## config.mk

```make
export PLATFORM = sky130hd
export DESIGN_NAME = n3t_tracker
export DESIGN_NICKNAME = d
export VERILOG_FILES = /design/src/rtl/n3t_pkg.sv /design/src/rtl/n3t_row.sv /design/src/rtl/n3t_select.sv /design/src/rtl/n3t_tracker.sv
export SDC_FILE = /design/constraint.sdc
export NUM_CORES = 1
export LEC_CHECK = 0
export BUFFER_PORTS_ARGS = -buffer_cell sky130_fd_sc_hd__buf_4
export CORE_MARGIN = 1
export CORE_UTILIZATION = 35
export CTS_CLUSTER_SIZE = 8
export DETAILED_ROUTE_END_ITERATION = 10
export PLACE_DENSITY_LB_ADDON = 0.05
export SKIP_LAST_GASP = 1
export SLEW_MARGIN = 5
export SYNTH_ARGS = -nofsm -noshare
export SYNTH_HDL_FRONTEND = slang
export SYNTH_SLANG_ARGS = --single-unit
```

## constraint.sdc

```tcl
create_clock -name clk -period 14.08 [get_ports clk]
set_clock_uncertainty 0.15 [all_clocks]
set_input_delay 0.704 -clock clk [delete_from_list [all_inputs] [get_ports clk]]
set_output_delay 0.704 -clock clk [all_outputs]
set_load 0.05 [all_outputs]
```

## src/rtl/n3t_pkg.sv

```systemverilog
package n3t_pkg;

  typedef enum logic [2:0] {
    DEC_IDLE,
    DEC_SHIFT,
    DEC_FILL,
    DEC_EVICT,
    DEC_DROP
  } n3t_dec_e;

endpackage

```

## src/rtl/n3t_row.sv

```systemverilog
module n3t_row #(
  parameter int ADDR_W  = 48,
  parameter int DIST_W  = 12,
  parameter int COORD_W = 12,
  parameter int DEPTH   = 4
) (
  input  logic               clk,
  input  logic               rst_n,
  input  logic               load_i,
  input  logic               shift_i,
  input  logic [ADDR_W-1:0]  addr_i,
  input  logic [DIST_W-1:0]  dist_i,
  input  logic [COORD_W-1:0] x_i,
  input  logic [COORD_W-1:0] y_i,
  output logic               valid_o,
  output logic [ADDR_W-1:0]  addr_o,
  output logic [COORD_W-1:0] x_o,
  output logic [COORD_W-1:0] y_o,
  output logic [DIST_W-1:0]  avg_o
);

  localparam int SH_W  = $clog2(DEPTH);
  localparam int SUM_W = DIST_W + SH_W;

  logic                           valid_q, valid_d;
  logic [ADDR_W-1:0]              addr_q, addr_d;
  logic [COORD_W-1:0]             x_q, x_d, y_q, y_d;
  logic [DEPTH-1:0][DIST_W-1:0]   hist_q, hist_d;
  logic                           en;
  logic [SUM_W-1:0]               sum;

  assign en = load_i | shift_i;

  // next state
  always_comb begin
    valid_d = valid_q;
    addr_d  = addr_q;
    x_d     = x_q;
    y_d     = y_q;
    hist_d  = hist_q;
    if (load_i) begin
      valid_d = 1'b1;
      addr_d  = addr_i;
      x_d     = x_i;
      y_d     = y_i;
      for (int k = 0; k < DEPTH; k++) hist_d[k] = dist_i;
    end else if (shift_i) begin
      x_d       = x_i;
      y_d       = y_i;
      hist_d[0] = dist_i;
      for (int k = 1; k < DEPTH; k++) hist_d[k] = hist_q[k-1];
    end
  end

  // state registers with clock enable
  always_ff @(posedge clk or negedge rst_n) begin
    if (!rst_n) begin
      valid_q <= 1'b0;
      addr_q  <= '0;
      x_q     <= '0;
      y_q     <= '0;
      hist_q  <= '0;
    end else if (en) begin
      valid_q <= valid_d;
      addr_q  <= addr_d;
      x_q     <= x_d;
      y_q     <= y_d;
      hist_q  <= hist_d;
    end
  end

  // mean of the history
  always_comb begin
    sum = '0;
    for (int k = 0; k < DEPTH; k++) sum = sum + SUM_W'(hist_q[k]);
  end

  assign avg_o   = DIST_W'(sum >> SH_W);
  assign valid_o = valid_q;
  assign addr_o  = addr_q;
  assign x_o     = x_q;
  assign y_o     = y_q;

  assert_load_mean_R4: assert property (@(posedge clk) disable iff (!rst_n)
    load_i |=> (avg_o == $past(dist_i)) && valid_o);

  assert_shift_on_valid_R2: assert property (@(posedge clk) disable iff (!rst_n)
    shift_i |-> valid_o && !load_i);

  assert_shift_keeps_addr_R2: assert property (@(posedge clk) disable iff (!rst_n)
    shift_i |=> $stable(addr_o) && valid_o);

  assert_idle_hold_R8: assert property (@(posedge clk) disable iff (!rst_n)
    !(load_i || shift_i) |=> $stable(addr_o) && $stable(avg_o) && $stable(valid_o)
                             && $stable(x_o) && $stable(y_o));

endmodule

```

## src/rtl/n3t_select.sv

```systemverilog
module n3t_select
  import n3t_pkg::*;
#(
  parameter int ROWS   = 3,
  parameter int ADDR_W = 48,
  parameter int DIST_W = 12
) (
  input  logic                         clk,
  input  logic                         rst_n,
  input  logic                         rpt_valid_i,
  input  logic [ADDR_W-1:0]            rpt_addr_i,
  input  logic [DIST_W-1:0]            rpt_dist_i,
  input  logic [ROWS-1:0]              row_valid_i,
  input  logic [ROWS-1:0][ADDR_W-1:0]  row_addr_i,
  input  logic [ROWS-1:0][DIST_W-1:0]  row_avg_i,
  output logic [ROWS-1:0]              load_o,
  output logic [ROWS-1:0]              shift_o
);

  localparam int IDX_W = (ROWS > 1) ? $clog2(ROWS) : 1;

  logic [ROWS-1:0]   hit;
  logic              hit_any, free_any;
  logic [IDX_W-1:0]  hit_idx, free_idx, worst_idx;
  logic [DIST_W-1:0] worst_avg;
  n3t_dec_e          dec;

  // address compare per row
  for (genvar g = 0; g < ROWS; g++) begin : g_cmp
    assign hit[g] = row_valid_i[g] && (row_addr_i[g] == rpt_addr_i);
  end

  assign hit_any  = |hit;
  assign free_any = ~&row_valid_i;

  // lowest-numbered hit and empty row
  always_comb begin
    hit_idx  = '0;
    free_idx = '0;
    for (int i = ROWS - 1; i >= 0; i--) begin
      if (hit[i])         hit_idx  = IDX_W'(i);
      if (!row_valid_i[i]) free_idx = IDX_W'(i);
    end
  end

  // largest mean, earliest row wins ties
  always_comb begin
    worst_idx = '0;
    worst_avg = row_avg_i[0];
    for (int i = 1; i < ROWS; i++) begin
      if (row_avg_i[i] > worst_avg) begin
        worst_avg = row_avg_i[i];
        worst_idx = IDX_W'(i);
      end
    end
  end

  always_comb begin
    if (!rpt_valid_i)                 dec = DEC_IDLE;
    else if (hit_any)                 dec = DEC_SHIFT;
    else if (free_any)                dec = DEC_FILL;
    else if (rpt_dist_i < worst_avg)  dec = DEC_EVICT;
    else                              dec = DEC_DROP;
  end

  always_comb begin
    load_o  = '0;
    shift_o = '0;
    case (dec)
      DEC_SHIFT: shift_o[hit_idx]  = 1'b1;
      DEC_FILL:  load_o[free_idx]  = 1'b1;
      DEC_EVICT: load_o[worst_idx] = 1'b1;
      default: ;
    endcase
  end

  assert_unique_addr_R2: assert property (@(posedge clk) disable iff (!rst_n)
    rpt_valid_i |-> $onehot0(hit));

  assert_fill_empty_R4: assert property (@(posedge clk) disable iff (!rst_n)
    ((|load_o) && !(&row_valid_i)) |-> ((load_o & row_valid_i) == '0));

  assert_evict_full_R5: assert property (@(posedge clk) disable iff (!rst_n)
    (|(load_o & row_valid_i)) |-> ((&row_valid_i) && !hit_any));

  assert_idle_no_act_R8: assert property (@(posedge clk) disable iff (!rst_n)
    !rpt_valid_i |-> ((load_o | shift_o) == '0));

endmodule

```

## src/rtl/n3t_tracker.sv

```systemverilog
module n3t_tracker #(
  parameter int ADDR_W  = 48,
  parameter int DIST_W  = 12,
  parameter int COORD_W = 12,
  parameter int ROWS    = 3,
  parameter int DEPTH   = 4
) (
  input  logic                          clk,
  input  logic                          rst_n,
  input  logic                          rpt_valid_i,
  input  logic [ADDR_W-1:0]             rpt_addr_i,
  input  logic [DIST_W-1:0]             rpt_dist_i,
  input  logic [COORD_W-1:0]            rpt_x_i,
  input  logic [COORD_W-1:0]            rpt_y_i,
  output logic [ROWS-1:0]               row_valid_o,
  output logic [ROWS-1:0][ADDR_W-1:0]   row_addr_o,
  output logic [ROWS-1:0][COORD_W-1:0]  row_x_o,
  output logic [ROWS-1:0][COORD_W-1:0]  row_y_o,
  output logic [ROWS-1:0][DIST_W-1:0]   row_dist_o,
  output logic                          solver_ready_o
);

  logic [ROWS-1:0] load, shift;

  n3t_select #(
    .ROWS   (ROWS),
    .ADDR_W (ADDR_W),
    .DIST_W (DIST_W)
  ) u_select (
    .clk         (clk),
    .rst_n       (rst_n),
    .rpt_valid_i (rpt_valid_i),
    .rpt_addr_i  (rpt_addr_i),
    .rpt_dist_i  (rpt_dist_i),
    .row_valid_i (row_valid_o),
    .row_addr_i  (row_addr_o),
    .row_avg_i   (row_dist_o),
    .load_o      (load),
    .shift_o     (shift)
  );

  for (genvar g = 0; g < ROWS; g++) begin : g_row
    n3t_row #(
      .ADDR_W  (ADDR_W),
      .DIST_W  (DIST_W),
      .COORD_W (COORD_W),
      .DEPTH   (DEPTH)
    ) u_row (
      .clk     (clk),
      .rst_n   (rst_n),
      .load_i  (load[g]),
      .shift_i (shift[g]),
      .addr_i  (rpt_addr_i),
      .dist_i  (rpt_dist_i),
      .x_i     (rpt_x_i),
      .y_i     (rpt_y_i),
      .valid_o (row_valid_o[g]),
      .addr_o  (row_addr_o[g]),
      .x_o     (row_x_o[g]),
      .y_o     (row_y_o[g]),
      .avg_o   (row_dist_o[g])
    );
  end

  assign solver_ready_o = &row_valid_o;

  assert_ready_sticky_R7: assert property (@(posedge clk) disable iff (!rst_n)
    solver_ready_o |=> solver_ready_o);

  assert_one_row_per_report_R2: assert property (@(posedge clk) disable iff (!rst_n)
    $onehot0(load | shift));

endmodule

```

# ---- Word level (Yosys, flattened, before mapping)
# Cells that the tools add are included.
dict set report word_totals {
  reg_bits 363
  in_bits 87
  out_inout_bits 256
  wordCells 108
}
dict set report classes {
  n_addsub 9
  n_lt_le_gt_ge 9
  eq_ne 6
  n_mux 40
  bitwise_logic 3
  reduce_logical 17
}
# cell count
set ops {}
lappend ops {{2-to-1 mux 48 bit} 6}
lappend ops {{2-to-1 mux 12 bit} 14}
lappend ops {{equality test 48 bit} 3}
lappend ops {{adder 14 x 12 -> 14 bit} 6}
lappend ops {{adder 12 x 12 -> 13 bit} 3}
lappend ops {{> comparator 12 bit} 2}
lappend ops {{2-to-1 mux 3 bit} 5}
lappend ops {{2-to-1 mux 2 bit} 7}
lappend ops {{less-than comparator 12 bit} 1}
lappend ops {{AND reduction 2 bit} 6}
lappend ops {{less-than comparator 2 x 3 -> 1 bit (second input constant)} 3}
lappend ops {{demux 1 bit (select 2 bit)} 3}
lappend ops {{equality test 3 x 2 -> 1 bit (second input constant)} 2}
lappend ops {{greater-or-equal comparator 2 x 1 -> 1 bit (second input constant)} 3}
lappend ops {{logical AND 1 bit} 6}
lappend ops {{case mux 3 bit (2 select lines)} 1}
lappend ops {{nonzero test 2 bit} 3}
lappend ops {{2-to-1 mux 1 bit} 4}
lappend ops {{equality test 3 x 1 -> 1 bit (second input constant)} 1}
lappend ops {{OR 1 bit} 3}
lappend ops {{AND reduction 3 bit} 1}
lappend ops {{OR reduction 3 bit} 1}

# ---- Depth between registers and ports, before layout
# Gate-level depths: netlist (run 1).
dict set report logic_depth {
  ltp_word 16
  mapped_depth 53
  depth_no_buf 49
}

# ---- Cells and area by module
# From an unflattened synthesis (run 1), not the netlist that was laid out.
dict set report unflattened {
  cells_unflattened 1909
  hier_area_um2 20706.1
}
# mod instances cells_each area_each_um2
set modules_own_cells {}
lappend modules_own_cells {{n3t_row at g_row[1].u_row ...} 2 512 5967.0}
lappend modules_own_cells {{n3t_row at g_row[0].u_row} 1 504 5930.7}
lappend modules_own_cells {n3t_select 1 380 2835.2}
lappend modules_own_cells {n3t_tracker 1 1 6.3}

# ---- Worst setup path before layout (run 1)
# Ideal clock, no wire load.
dict set report synth_path {
  path_kind {register to register}
  start {register g_row[1].u_row.hist_q[1] in the netlist's numbering}
  end {register g_row[0].u_row.hist_q[35] in the netlist's numbering}
  setup_ns 0.126
  t_arrival_ns 10.350
  t_required_ns 13.804
  path_slack_ns 3.454
  path_stages_with_launch 51
  period_less_slack_ns 10.626
  path_cell_list {dfrtp_1 -> ha_1 -> a21o_1 -> a21oi_1 -> nor2_1 -> o21a_1 -> o21ai_0 -> nand2b_1 -> a21oi_1 -> xor2_1 -> fa_1 -> inv_1 -> ha_1 -> nand2_1 -> a221o_1 -> o21ai_0 -> a21oi_1 -> o21bai_1 -> [... 15 more ...] -> a21oi_1 -> inv_1 -> clkbuf_1 -> clkbuf_1 -> o21ai_0 -> ha_1 -> a21o_1 -> a21o_1 -> a21oi_1 -> o21ai_0 -> a31o_2 -> nor3_1 -> nand4_1 -> a21bo_2 -> a21boi_1 -> buf_2 -> buf_2 -> a221o_1}
}
# element line
set synth_rtl {}
lappend synth_rtl {{start: declaration} n3t_row.sv:28} ;# logic [DEPTH-1:0][DIST_W-1:0] hist_q, hist_d;
lappend synth_rtl {{start signal: assignment} n3t_row.sv:68} ;# hist_q <= hist_d;
lappend synth_rtl {{end signal: assignment} n3t_row.sv:68}
lappend synth_rtl {{end: declaration} n3t_row.sv:28}

# ---- Worst setup path after layout (run 1)
dict set report layout_path {
  start {register g_row[1].u_row.hist_q[1] in the netlist's numbering}
  end {register g_row[1].u_row.y_q[9]}
}
dict set report layout_between {
  elab_chain_len 16
  elab_cells_between_ends 28
  cone_classes {add/sub (3); order compare (5); eq/ne (3); mux (13); bitwise (1); reduce/logical (3)}
}
# element line
set layout_rtl {}
lappend layout_rtl {{adder 12 x 12 -> 13 bit *} n3t_row.sv:75} ;# for (int k = 0; k < DEPTH; k++) sum = sum + SUM_W'(hist_q[k]);
lappend layout_rtl {{adder 14 x 12 -> 14 bit * (2 in a row)} n3t_row.sv:75}
lappend layout_rtl {{> comparator 12 bit} n3t_select.sv:51} ;# if (row_avg_i[i] > worst_avg) begin
lappend layout_rtl {{2-to-1 mux 12 bit} n3t_select.sv:51}
lappend layout_rtl {{> comparator 12 bit} n3t_select.sv:51}
lappend layout_rtl {{2-to-1 mux 12 bit} n3t_select.sv:51}
lappend layout_rtl {{less-than comparator 12 bit} n3t_select.sv:62} ;# else if (rpt_dist_i < worst_avg) dec = DEC_EVICT;
lappend layout_rtl {{2-to-1 mux 3 bit} n3t_select.sv:62}
lappend layout_rtl {{2-to-1 mux 3 bit} n3t_select.sv:61} ;# else if (free_any) dec = DEC_FILL;
lappend layout_rtl {{2-to-1 mux 3 bit} n3t_select.sv:60} ;# else if (hit_any) dec = DEC_SHIFT;
lappend layout_rtl {{2-to-1 mux 3 bit} n3t_select.sv:59} ;# if (!rpt_valid_i) dec = DEC_IDLE;
lappend layout_rtl {{equality test 3 x 2 -> 1 bit / equality test 3 x 1 -> 1 bit (equally long branches)} n3t_select.sv:69} ;# case (dec)
lappend layout_rtl {{case mux 3 bit (2 select lines) / 2-to-1 mux 3 bit (equally long branches)} n3t_select.sv:69}
lappend layout_rtl {{nonzero test 2 bit (no line) / OR 1 bit (equally long branches)} n/a}
lappend layout_rtl {{AND reduction 2 bit (no line)} n/a}
lappend layout_rtl {{end signal: assignment} n3t_row.sv:67} ;# y_q <= y_d;
lappend layout_rtl {{end: declaration} n3t_row.sv:27} ;# logic [COORD_W-1:0] x_q, x_d, y_q, y_d;
# Every way passes the cells marked *; elsewhere a longest branch is shown, timed or not.
# A chain may end at the register's enable or synchronous reset.

==> results of run 1 <==
## layout make-up
cell class                 count  area [um^2]  area share (%)
sequential                   363         9084           35.36
tap                          773        967.2           3.765
inverter                     198        743.2           2.893
timing repair buffer         361         2743           10.68
clock inverter                 7        106.4          0.4140
multi-input combinational   1231        10690           41.62
clock buffer                  58         1355           5.275
## cells in the mapped netlist, types with 26 or more instances
cell type,number,area (um^2)
nand2_1,59,221.5
clkbuf_1,52,195.2
mux2_2,152,1712
fa_1,39,780.8
mux2_4,29,435.4
inv_1,198,743.2
dfrtp_1,363,9084
ha_1,105,1314
nand4_1,26,162.7
xnor2_1,112,980.9
mux2i_1,91,910.9
a21oi_1,128,640.6
o21ai_0,63,315.3
xor2_1,70,613.1
mux2_1,43,484.2
nor2_1,91,341.6
a221o_1,39,390.4
## per-layer routing
metal | global-route usage (%) | up-vias | wire length (um)
met1 | 25.84 | 7360 | 26820
met5 | 0 | - | 49
met2 | 34.84 | 335 | 30430
met3 | 6.653 | 103 | 4711
li1 | - | 7130 | -
met4 | 6.845 | 8 | 1890
## cells in the final DEF, fill, tap and decap left out, types with 5 or more instances in the layout
master     synthesis  routed
dfrtp_1          363     363
buf_4             14     358
inv_1            198     198
mux2_2           152     152
a21oi_1          128     128
xnor2_1          112     112
ha_1             105     105
nor2_1            91      91
mux2i_1           91      91
xor2_1            70      70
o21ai_0           63      63
nand2_1           59      58
clkbuf_16          0      53
mux2_1            43      43
a221o_1           39      39
fa_1              39      39
mux2_4            29      29
nand4_1           26      26
nor2b_1           22      22
nor4_1            20      20
o21bai_1          17      17
a21o_1            13      13
o21a_1            11      11
nor3_1            11      11
nand2b_1          10      10
nand3_1            9       9
and3_1             7       7
o22ai_1            6       6
or3_1              5       5
## worst paths after layout
path / slack, ns / end
min in group clk: 0.19 / g_row[2].u_row.x_o[5]
min reg2reg: 0.35 / g_row[0].u_row.y_o[10]
max: 2.18 / g_row[1].u_row.y_o[9]
max in group asynchronous: 11.40 / g_row[1].u_row.addr_o[25]
max reg2reg: 2.18 / g_row[1].u_row.y_o[9]
min: 0.02 / g_row[2].u_row.hist_q[33]
## registers in the layout (all words and copies together), names as in the netlist
register and cells:
g_row.u_row.x_o 36, g_row.u_row.y_o 36, g_row.u_row.hist_q 144, g_row.u_row.valid_o 3, g_row.u_row.addr_o 144
## kinds of logic (layout without fill, tap and decap cells)
group                      after synthesis  in the layout
muxes                                  315            315
AOI/OAI and AO/OA                      315            315
xor gates and xnor gates               183            183
adders and majority gates              145            145
buffers and inverters                  297            624
DFF                                    363            363
and+or+nand+nor                        273            273
## metrics by stage
step           instances  cell area (um^2)  hold WS (ns)  util [%]  setup slack (ns)
6_report            2991             25690       0.02016     43.44             2.182
5_1_grt             2991             25690       0.08501     43.44             1.168
4_1_cts             2991             25690       0.03414     43.44             2.123
3_5_place_dp        2926             24230        0.3454     40.97             2.201
3_3_place_gp        2926             24230        0.3396     40.97             2.312
2_1_floorplan       1891             21000        0.2584         -             3.454
==> impl_metrics.yaml, run 1 <==
outcome:
  status: "finished, violations left"
  failed_checks: "design-rule violations"
die:
  dieArea_mm2: 0.06097
  die_x_um: 246.9
  chipHeight_um: 246.9
  start_util_pct: 35.51
  core_region_area_mm2: 0.05913
  rows: 89
  pin_count: 343
clock_tree:
  cts_tree: "done"
  cts_buffers: 53
  clk_pin_slew_ns: 0.05
  root_buffer: "clkbuf_16"
  cts_resized: 0
  ctsLongestPathBuffers: 3
  ctsHoldBuffers: 0
  cts_sinks: 363
  post_cts_buffers: 0
  worstSkewPairLatency_ns: 0.61
  htreeDepth: 2
setup_path:
  cp.arrival_ns: 12.22
  r2r_cells: 48
  worst_path_max_delay_cell: "buf_4"
  critPathRequiredTime_ns: 14.40
  crit_type: "reg -> reg"
  cpPeakStageDelay_ns: 0.51
  crit_start: "g_row[1].u_row.hist_q[1]"
  crit_path_max_fanout: 50
  setup.worst_path.end_class: "register"
  cp_top_family: "compound AO/OA/AOI/OAI gates"
  timing.rr.start: "g_row[1].u_row.hist_q[1]"
  startpoint_type: "register"
  worst-path-buf-inv: 5
  path_depth: 48
  cpMostUsedCell: "a21oi_1"
drt:
  drc: 14
  drt_pre_antenna_iters: 10
  drtIter0Drc: 546
  routedWlPerCell_um: 21.37
  vias: 14936
  routed_wirelength_um: 63910
  drtAntennaViolNets: 0
  vias_per_cell: 4.994
sta:
  setup_viol: 0
  hold_viol: 0
  tns_ns: 0
  rsz0062_at_grt: "false"
  post-route-period-util_pct: 84.50
  max_freq_ghz: 0.08405
  worst_pin_slew_ns: 1.069
  fin_crit_ns: 11.90
  max_slew_margin_pct: 28.52
  drv_slew: 0
global_routing:
  antenna_found_initial: 4
  grt_max_degree: 104
  grt_pass1_vias: 15620
  grt_usage_pct: 21.05
  grt_overflow: 0
  grt_pass1_wl_um: 96720
finish:
  final_nets: 2439
  drive_gt1_share_pct: 28.09
  synthToLayoutAreaGrowth_pct: 22.35
  antenna_cells: 0
  nFillCells: 5701
yosys:
  syn_nets: 2122
  yosys_warnings: 0
  ys_seq_area_share_pct: 43.27
  netlist_instances: 1891
  synth-compound-area-share_pct: 9.863
  yosys.area_share.simple_pct: 6.293
  synth-seq-cells: 363
  synth_area_per_cell_um2: 11.10
  yosysUniqueCellTypes: 67
  synth_top_family_by_area: "multiplexers"
  synth_ff_type: "dfrtp_1"
  muxShareOfSynthArea_pct: 16.87
  yosys.area_share.adder_pct: 10.03
  synthXorXnorAreaFrac_pct: 7.670
  syn_area_mm2: 0.02100
  synth-edff-count: 0
  synthArstFlopShare_pct: 100.0
placed_design:
  gp_congestion: 0.8223
  port_buffers: 342
  hpwl_um: 48250
job:
  cap_violations: 0
min_path:
  hold_class: "in -> async"
Power of run 1 is not shown: default switching activity piles up to over one toggle a cycle in this logic, so the estimate is an artifact.
==> run 2: changes to the inputs <==
clock period = 11.2 ns   (was 14.08 ns; I/O delays follow)
==> impl_metrics.yaml, run 2 (synthesis gave the netlist of run 1 again) <==
die:
  core_region_area_mm2: 0.05913
  start_util_pct: 35.51
  dieArea_mm2: 0.06097
  pin_count: 343
  rows: 89
  chipHeight_um: 246.9
  die_x_um: 246.9
drt:
  routed_wirelength_um: 65000
  vias_per_cell: 4.996
  vias: 14947
  drt_pre_antenna_iters: 9
  drtAntennaViolNets: 0
  drtIter0Drc: 587
  drc: 15
  routedWlPerCell_um: 21.72
finish:
  final_nets: 2446
  drive_gt1_share_pct: 28.48
  antenna_cells: 0
  synthToLayoutAreaGrowth_pct: 22.84
  utilization_pct: 43.61
  layout.cells.non_filler: 2992
  nFillCells: 5651
  final_cell_mix: "dfrtp_1 (363), buf_4 (358), inv_1 (197)"
  final_common_cell: "dfrtp_1"
clock_tree:
  ctsLongestPathBuffers: 3
  htreeDepth: 2
  clk_pin_slew_ns: 0.05
  worstSkewPairLatency_ns: 0.61
  root_buffer: "clkbuf_16"
  cts_buffers: 51
  cts_sinks: 363
  cts_tree: "done"
sta:
  worst_pin_slew_ns: 1.035
  max_freq_ghz: 0.09563
  fin_crit_ns: 10.46
  post-route-period-util_pct: 93.36
  drv_slew: 0
  setup_viol: 0
  hold_viol: 0
  max_slew_margin_pct: 29.22
setup_path:
  reg2reg_slack_ns: 0.74
  cpPeakStageDelay_ns: 0.49
  crit_path_max_fanout: 36
  crit_type: "reg -> reg"
  timing.rr.start: "g_row[1].u_row.hist_q[1]"
  cp.arrival_ns: 10.76
  r2r_cells: 46
  setup.worst_path.end_class: "register"
  worst_path_max_delay_cell: "fa_1"
  r2r_end: "g_row[2].u_row.y_o[9]"
  startpoint_type: "register"
  critPathRequiredTime_ns: 11.50
placed_design:
  placed_cells_incl_taps: 2928
  gp_congestion: 0.8377
  hpwl_um: 48620
  port_buffers: 342
outcome:
  failed_checks: "design-rule violations"
  status: "finished, violations left"
min_path:
  hold_class: "in -> reg"
  holdPathEnd: "g_row[2].u_row.x_o[8]"
  hold_depth: 2
  min_from: "rpt_x_i[8]"
job:
  cap_violations: 0
global_routing:
  grt_usage_pct: 21.33
  grt_pass1_vias: 15744
  grt_max_degree: 162
  antenna_found_initial: 3
  grt_pass1_wl_um: 97880
  grt_overflow: 0
==> run 2: cell count changes in the layout (fill, tap and decap cells not counted), sizes merged <==
cell | previous run | this run
buf | 361 | 365
bufinv | 1 | 0
clkbuf | 58 | 56
clkinv | 3 | 2
dlygate4sd3 | 0 | 1
inv | 200 | 199
nand3 | 10 | 11
==> run 2: how the worst max path moves through the flow <==
stage	startpoint	endpoint	slack (ns)	cells past startpoint
global route	g_row[1].u_row.hist_q[1]	g_row[1].u_row.y_o[5]	-0.01	48
CTS	g_row[1].u_row.hist_q[1]	g_row[2].u_row.y_o[11]	0.16	46
finish	g_row[1].u_row.hist_q[1]	g_row[2].u_row.y_o[9]	0.74	46
global placement	g_row[1].u_row.hist_q[1]	g_row[1].u_row.addr_o[6]	0.22	47
detailed placement	g_row[1].u_row.hist_q[1]	g_row[2].u_row.y_o[11]	0.22	46
floorplan	g_row[1].u_row.hist_q[1]	g_row[0].u_row.hist_q[35]	0.57	50
==> run 2: through the flow <==
step	setup TNS [ns]	setup slack (ns)	hold WS (ns)	instance area, um^2
floorplan	0	0.5742	0.1144	21000
global placement	0	0.2214	0.3421	24270
detailed placement	0	0.2204	0.3435	24270
CTS	0	0.1645	0.01201	25650
global route	-0.04843	-0.01069	0.02630	25790
finish	0	0.7434	0.04700	25790
==> run 2: area by class of cell <==
| type | count | area (um^2) | area share, % |
|---|---|---|---|
| inverter | 198 | 743.2 | 2.882 |
| clock inverter | 3 | 66.31 | 0.2571 |
| sequential | 363 | 9084 | 35.22 |
| multi-input combinational | 1232 | 10750 | 41.67 |
| tap | 773 | 967.2 | 3.750 |
| clock buffer | 54 | 1308 | 5.070 |
| timing repair buffer | 368 | 2867 | 11.11 |
| timing repair inverter | 1 | 7.507 | 0.02911 |
==> run 2: what timing repair did <==
| item | in CTS | in global routing |
|---|---|---|
| hold endpoints to repair | 68 | 0 |
| hold buffers | 1 | 0 |
| endpoints found under the setup margin | 0 | 361 |
| resized for setup | 0 | 20 |
| setup buffers | 0 | 3 |
==> run 2: routing by layer <==
metal / routed length [um] / part of all wire (%) / vias to the layer above / track usage [%]
met4: 1614 / 2.5 / 6 / 6.100
met5: 37 / 0.057 / - / 0
met3: 4230 / 6.5 / 91 / 6.067
met2: 31470 / 48 / 314 / 35.91
met1: 27650 / 43 / 7405 / 26.42
li1: - / - / 7131 / -
==> run 2: worst max-delay path: cells and delay by family (launching register included) <==
family / cells / cell delay (ns)
xor gates and xnor gates: 2 / 0.40
muxes: 2 / 0.50
buffers and inverters: 3 / 0.50
and+or+nand+nor: 11 / 1.96
adders and majority gates: 7 / 2.35
AOI/OAI and AO/OA: 21 / 3.97
DFF: 1 / 0.42
Power of run 2 is left out for the same reason.
==> run 3: changes to the inputs <==
SYNTH_HIERARCHICAL = 1   (was unset)
==> impl_metrics.yaml, run 3 <==
yosys:
  yosys_warnings: 6
  yosysTopAreaCellShare_pct: 43.87
  netlist_instances: 1909
  synth_commonest_cells: "dfrtp_1 (363), inv_1 (252), mux2_2 (248)"
  ys_seq_area_share_pct: 43.87
  synth-seq-cells: 363
  yosysUniqueCellTypes: 73
  synth_area_per_cell_um2: 10.85
  synthArstFlopShare_pct: 100.0
  yosys.area.top_type: "dfrtp_1"
  yosysMostFrequentCell: "dfrtp_1"
  synthTopCellsByArea: "dfrtp_1 (44%), mux2_2 (13%), fa_1 (7.0%)"
  syn_area_mm2: 0.02071
  syn_nets: 2136
  synth_ff_type: "dfrtp_1"
  synth-edff-count: 0
drt:
  vias_per_cell: 5.000
  drc: 0
  drtAntennaViolNets: 0
  drt_pre_antenna_iters: 5
  drtIter0Drc: 836
  routed_wirelength_um: 63820
  routedWlPerCell_um: 21.15
  vias: 15086
setup_path:
  worst_path_max_delay_cell: "o31a_1"
  r2r_cells: 34
  crit_path_max_fanout: 23
  startpoint_type: "register"
  timing.rr.start: "g_row[0].u_row/hist_q[5]"
  reg2reg_slack_ns: 0.99
  cp.arrival_ns: 10.52
  r2r_end: "g_row[0].u_row/y_o[7]"
  setup.worst_path.end_class: "register"
  worst-path-buf-inv: 5
  cpPeakStageDelay_ns: 0.73
  crit_type: "reg -> reg"
  critPathRequiredTime_ns: 11.51
  cp_top_family: "compound AO/OA/AOI/OAI gates"
clock_tree:
  root_buffer: "clkbuf_16"
  clk_pin_slew_ns: 0.05
  worstSkewPairLatency_ns: 0.59
  htreeDepth: 2
  post_cts_buffers: 0
  cts_sinks: 363
  cts_tree: "done"
  ctsHoldBuffers: 1
  ctsLongestPathBuffers: 3
  cts_buffers: 51
  cts_resized: 0
sta:
  worst_pin_slew_ns: 0.9591
  tns_ns: 0
  max_freq_ghz: 0.09799
  rsz0062_at_grt: "false"
  hold_viol: 0
  fin_crit_ns: 10.21
  drv_slew: 0
  post-route-period-util_pct: 91.12
  setup_ws_ns: 0.9950
  setup_viol: 0
  max_slew_margin_pct: 36.06
placed_design:
  gp_congestion: 0.8761
  port_buffers: 342
  hpwl_um: 47240
  dp_slack_ns: 1.103
global_routing:
  antenna_found_initial: 2
  grt_overflow: 0
  grt_max_degree: 117
  grt_pass1_wl_um: 97020
  grt_usage_pct: 21.33
  grt_pass1_vias: 15432
finish:
  synthToLayoutAreaGrowth_pct: 22.97
  final_cell_mix: "dfrtp_1 (363), buf_4 (352), inv_1 (252)"
  final_common_cell: "dfrtp_1"
  antenna_cells: 0
  drive_gt1_share_pct: 30.68
  final_nets: 2477
job:
  cap_violations: 0
die:
  chipHeight_um: 245.2
  start_util_pct: 35.68
  die_x_um: 245.2
  rows: 88
  dieArea_mm2: 0.06014
  pin_count: 343
  core_region_area_mm2: 0.05803
min_path:
  hold_depth: 2
  hold_class: "in -> reg"
  min_from: "rpt_y_i[1]"
  holdPathEnd: "g_row[0].u_row/y_o[1]"
outcome:
  status: "completed"
==> run 3: changes by cell type after synthesis, moves of 35 or more <==
cell,previous run,this run
inv_1,198,252
o21ai_0,63,17
clkbuf_1,52,17
mux2_1,43,4
a211oi_1,2,113
nor2_1,91,228
mux2_2,152,248
mux2i_1,91,11
a221o_1,39,1
a21oi_1,128,36
ha_1,105,68
==> run 3: worst max-delay path by stage <==
stage                              from                        end  slack [ns]  depth (start not counted)
2_1_floorplan  g_row[0].u_row/hist_q[1]  g_row[0].u_row/hist_q[10]        2.12                         40
3_3_place_gp   g_row[0].u_row/hist_q[5]      g_row[0].u_row/y_o[6]        1.35                         34
3_5_place_dp   g_row[0].u_row/hist_q[2]      g_row[0].u_row/y_o[0]        1.10                         34
4_1_cts        g_row[0].u_row/hist_q[2]      g_row[0].u_row/y_o[7]        1.06                         34
5_1_grt        g_row[0].u_row/hist_q[1]     g_row[0].u_row/y_o[10]        0.31                         35
6_report       g_row[0].u_row/hist_q[5]      g_row[0].u_row/y_o[7]        0.99                         34
==> run 3: metal layers <==
metal	GRT usage (%)	part of all wire [%]
met5	0	0.027
met4	6.324	2.7
met3	5.707	6.8
met2	33.34	46
met1	28.76	45
==> run 3: worst reg2reg max path: cells and delay by family, from the launching register on <==
family / cells / cell delay [ns]
and+or+nand+nor: 8 / 1.80
buffers and inverters: 5 / 1.16
xor gates and xnor gates: 1 / 0.23
DFF: 1 / 0.36
AOI/OAI and AO/OA: 12 / 3.18
adders and majority gates: 6 / 2.40
muxes: 2 / 0.83
==> run 3: through the flow <==
step,utilization [%],std cells,hold WS [ns],cell area [um^2]
final,43.88,3017,0.07852,25460
after detailed placement,41.54,2961,0.3439,24100
after floorplan,-,1909,0.1144,20710
after global placement,41.54,2961,0.3412,24100
after global routing,43.88,3017,0.05226,25460
after CTS,43.88,3017,0.04127,25460
==> run 3: area by class of cell <==
| class | instances | area [um^2] |
|---|---|---|
| Clock buffer | 53 | 1315 |
| Clock inverter | 2 | 35.03 |
| Fill cell | 5528 | 32560 |
| Inverter | 257 | 964.7 |
| Multi-Input combinational cell | 1219 | 10360 |
| Sequential cell | 363 | 9084 |
| Tap cell | 765 | 957.2 |
| Timing Repair Buffer | 358 | 2748 |
==> run 3: cell families (layout without fill, tap and decap cells) <==
| logic type | Yosys count | after routing | share of synthesized area [%] |
|---|---|---|---|
| flops | 363 | 363 | 43.87 |
| fa+ha+maj | 140 | 140 | 11.07 |
| mux | 263 | 263 | 14.24 |
| simple gates | 411 | 411 | 9.414 |
| buf+inv | 327 | 670 | 6.308 |
| compound gates | 265 | 265 | 9.179 |
| xor+xnor | 140 | 140 | 5.922 |
Power of run 3 is left out for the same reason.
